## config.mk

```make
export PLATFORM = sky130hd
export DESIGN_NAME = uart_baud_gen
export DESIGN_NICKNAME = d
export VERILOG_FILES = /design/src/rtl/uart_baud_gen.sv
export SDC_FILE = /design/constraint.sdc
export NUM_CORES = 1
export LEC_CHECK = 0
export ABC_AREA = 1
export BUFFER_PORTS_ARGS = -buffer_cell sky130_fd_sc_hd__buf_2
export CAP_MARGIN = 20
export CORE_MARGIN = 3
export CORE_UTILIZATION = 60
export DETAILED_ROUTE_END_ITERATION = 12
export PLACE_DENSITY = 0.79
export REMOVE_ABC_BUFFERS = 1
export SLEW_MARGIN = 15
export SYNTH_ARGS = -nofsm -noshare
export SYNTH_HDL_FRONTEND = slang
export SYNTH_SLANG_ARGS = --single-unit
export TNS_END_PERCENT = 20
```

## constraint.sdc

```tcl
create_clock -name clk -period 5.1 [get_ports clk]
set_clock_uncertainty 0.15 [all_clocks]
set_input_delay 0.51 -clock clk [delete_from_list [all_inputs] [get_ports clk]]
set_output_delay 0.51 -clock clk [all_outputs]
set_load 0.03 [all_outputs]
```

## src/rtl/uart_baud_gen.sv

```systemverilog
module uart_baud_gen #(
  parameter int DW = 8
) (
  input  logic          clk,
  input  logic          rst_n,
  input  logic          wr_lo,
  input  logic          wr_hi,
  input  logic [DW-1:0] wr_data,
  input  logic          sync_mode,
  input  logic          wide_mode,
  input  logic          fast_mode,
  input  logic          rx_in,
  output logic          bit_tick,
  output logic          os_tick,
  output logic          rx_clean
);
  localparam int CW = 2 * DW;

  logic [DW-1:0] div_lo, div_hi;
  logic [CW-1:0] cnt, n_eff;
  logic [5:0]    pre, pre_top;
  logic [2:0]    samp;

  assign n_eff   = wide_mode ? {div_hi, div_lo} : {{DW{1'b0}}, div_lo};
  assign pre_top = sync_mode              ? 6'd3  :
                   (wide_mode & fast_mode) ? 6'd3  :
                   (wide_mode | fast_mode) ? 6'd15 : 6'd63;

  assign os_tick  = (cnt >= n_eff);
  assign bit_tick = os_tick && (pre >= pre_top);
  assign rx_clean = (samp[0] & samp[1]) | (samp[1] & samp[2]) | (samp[0] & samp[2]);

  always_ff @(posedge clk or negedge rst_n) begin
    if (!rst_n) begin
      div_lo <= '0;
      div_hi <= '0;
    end else begin
      if (wr_lo) div_lo <= wr_data;
      if (wr_hi) div_hi <= wr_data;
    end
  end

  always_ff @(posedge clk or negedge rst_n) begin
    if (!rst_n) begin
      cnt <= '0;
      pre <= '0;
    end else if (wr_lo || wr_hi) begin
      cnt <= '0;
      pre <= '0;
    end else if (os_tick) begin
      cnt <= '0;
      pre <= (pre >= pre_top) ? 6'd0 : pre + 6'd1;
    end else begin
      cnt <= cnt + 1'b1;
    end
  end

  always_ff @(posedge clk or negedge rst_n) begin
    if (!rst_n)       samp <= 3'b111;
    else if (os_tick) samp <= {samp[1:0], rx_in};
  end
endmodule


```

==> metrics.cfg <==
[clock_network]
cts_resized=0
ctsHtreeMaxLevel=2
clk_pin_slew_ps=80
root_buffer=clkbuf_8
clk_latency_ps=290
cts_setup_buffers=0
clock_sinks=41
cts_tree=done
cts_hold_buf=0
cts_buffer_depth=2
numCtsBuffers=5

[floorplanning]
start_util_pct=63.43
fp.coreArea_um2=4058
die_area_um2=5112
io_pins=19
fp.dieH_um=71.50
rows=23
die_x_um=71.50

[final_layout]
fin_util_pct=69.16
stdcell_count=354
n_fill_cell=304
syn2layout_area_growth_pct=9.042
mostFrequentLayoutCells=63 x nand2_1, 38 x dfrtp_1, 29 x inv_1
antenna_cells=0
layout_commonest_cell=nand2_1
drive_gt1_share_pct=21.05
nNetsFinal=341

[grt]
grt_overflow=0
grt_pass1_vias=1941
antenna_found_initial=0
grt_use_total_pct=21.40
grt_pass1_wl_um=8618
grt_max_degree=42

[synthesis]
syn_area_per_cell_um2=9.062
synthCells=284
synth_largest_area_cell=dfrtp_1
ys_warn_count=0
synthTopCellsByArea=dfrtp_1 37%, ha_1 11%, nand2_1 9.2%
synth_seq_cells=41
synth_top_area_share_pct=36.95
synth_cell_type_count=35
yosysSeqAreaShare_pct=40.01
synth_area_um2=2574

[drt]
vias=1904
dr.first_iter.drc_count=94
routedWlPerCell_um=13.59
totalWireLength_um=4811
dr.pass1.iters=4
vias_per_cell=5.379
ant_nets=0
post-route-drc-count=0

[timing]
finalSetupTns_ps=0
max_clock_freq_ghz=0.3505
slew_viol_final=0
worst_pin_slew_ps=883.1
relSlewSlack_pct=41.12
final.setup.worst_slack_ps=2247
hold_slack_ps=174.1
final-setup-viol-count=0
finalCritPeriodShare_pct=55.94
fin_crit_ps=2853
hold_viol=0
rsz0062_at_grt=no

[critical_path]
cpMaxStageDelayCell=ha_1
end_kind=primary output
max_stage_delay_ps=300
cp-start-kind=input port
arrival_ps=2190
path_max_fanout=9
reg2reg_depth=10
path_cells=buf_2 -> inv_1 -> o21ai_0 -> ha_1 -> nand2_1 -> inv_1 -> o21ai_0 -> nand3_1 -> a21boi_0 -> buf_2
worstSetupPathType=in -> out
crit_required_ps=4440

[power]
p_seq_share_pct=47.8
power.density_nw_per_um2=272.5
power.internal_mw=0.5807
switching_power_mw=0.1840
p_leak_nw=1.328
clkPwrFrac_pct=39.9
vdd.ir_drop.worst_v=0.0001720
combPwrFrac_pct=12.3
switching_share_pct=24.07

[outcome]
status=completed

[place]
io_buffers=18
post-place-ws_ps=2281
placed_cells=346
routabilityCongestion=0.8292
hpwlAfterDp_um=3597

[job]
cap_violations=0

[hold_path]
worstHoldPathType=in -> async

worst max-delay path: cells and delay by family:
family / cells / cell delay (ps)
adders and majority gates: 1 / 300
buffers and inverters: 4 / 460
AOI/OAI and AO/OA: 3 / 590
and+or+nand+nor: 2 / 310
per-layer routing:
layer	wire length, um	global-route usage (%)
met3	178	4.348
met5	0	0
met4	61	6.263
met2	2280	35.51
met1	2290	28.34
worst paths after layout:
check	slack, ps	start	end
worst max-delay path	2250	wide_mode	bit_tick
min in group clk	270	rx_in	samp[0]
max in group asynchronous	4060	rst_n	cnt[9]
worst min register to register	330	samp[0]	samp[1]
worst max register to register	2990	cnt[3]	cnt[2]
worst min-delay path	170	rst_n	div_lo[3]
metrics by stage:
step                      area, um^2  power [mW]
after floorplan                 2520      0.4301
after global placement          2673      0.4612
after detailed placement        2673      0.4670
after CTS                       2806      0.7734
after global routing            2806      0.7995
final                           2806      0.7647
power by group through the flow:
stage / combinational, mW / sequential [mW] / clock (mW)
after floorplan: 0.0630 / 0.367 / 0
after global placement: 0.0908 / 0.370 / 0
after detailed placement: 0.0952 / 0.372 / 0
after CTS: 0.0959 / 0.365 / 0.312
after global routing: 0.108 / 0.368 / 0.324
final: 0.0943 / 0.365 / 0.305
layout make-up:
class	count	area, um^2	area share (%)
Multi-Input combinational cell	207	1378	49.09
Sequential cell	41	1030	36.69
Inverter	30	112.6	4.012
Timing Repair Buffer	18	90.09	3.210
Clock buffer	5	68.82	2.452
Clock inverter	3	65.06	2.318
Tap cell	50	62.56	2.229
kinds of logic after synthesis:
family	count (synthesis)	share of synthesized area, %
adder cells (fa/ha/maj)	22	10.70
AND/OR/NAND/NOR	137	28.39
flip-flops	41	40.01
multiplexers	9	3.938
buffers and inverters	36	6.465
XOR/XNOR	14	4.764
AO/OA/AOI/OAI	25	5.737
registers in the layout, summed over array words and instances (netlist names):
signal,cells
div_hi,8
cnt,16
div_lo,8
pre,6
samp,3
synthesized netlist by cell type:
library cell  count
dfstp_2           3
a21oi_2           3
nor3_2            1
nor2_8            1
nor2_4           12
nor3_1            6
buf_4             2
o21ai_0          11
inv_2             1
inv_1            29
xnor2_1           4
nor2_1           21
nor2_2            1
nand3b_1          1
nand3_1          13
o21a_1            1
nand3_4           1
a21boi_0          1
buf_6             1
a21oi_1           5
nand4_1          11
o21bai_1          1
xor2_1           10
nand2_2           1
mux2_2            9
nand2_1          63
ha_1             22
nand2_4           2
o21ai_2           1
and3_1            1
nand3_2           2
clkbuf_1          2
dfrtp_1          38
buf_12            1
o21ai_1           2
(Power assumes the default switching activity.)
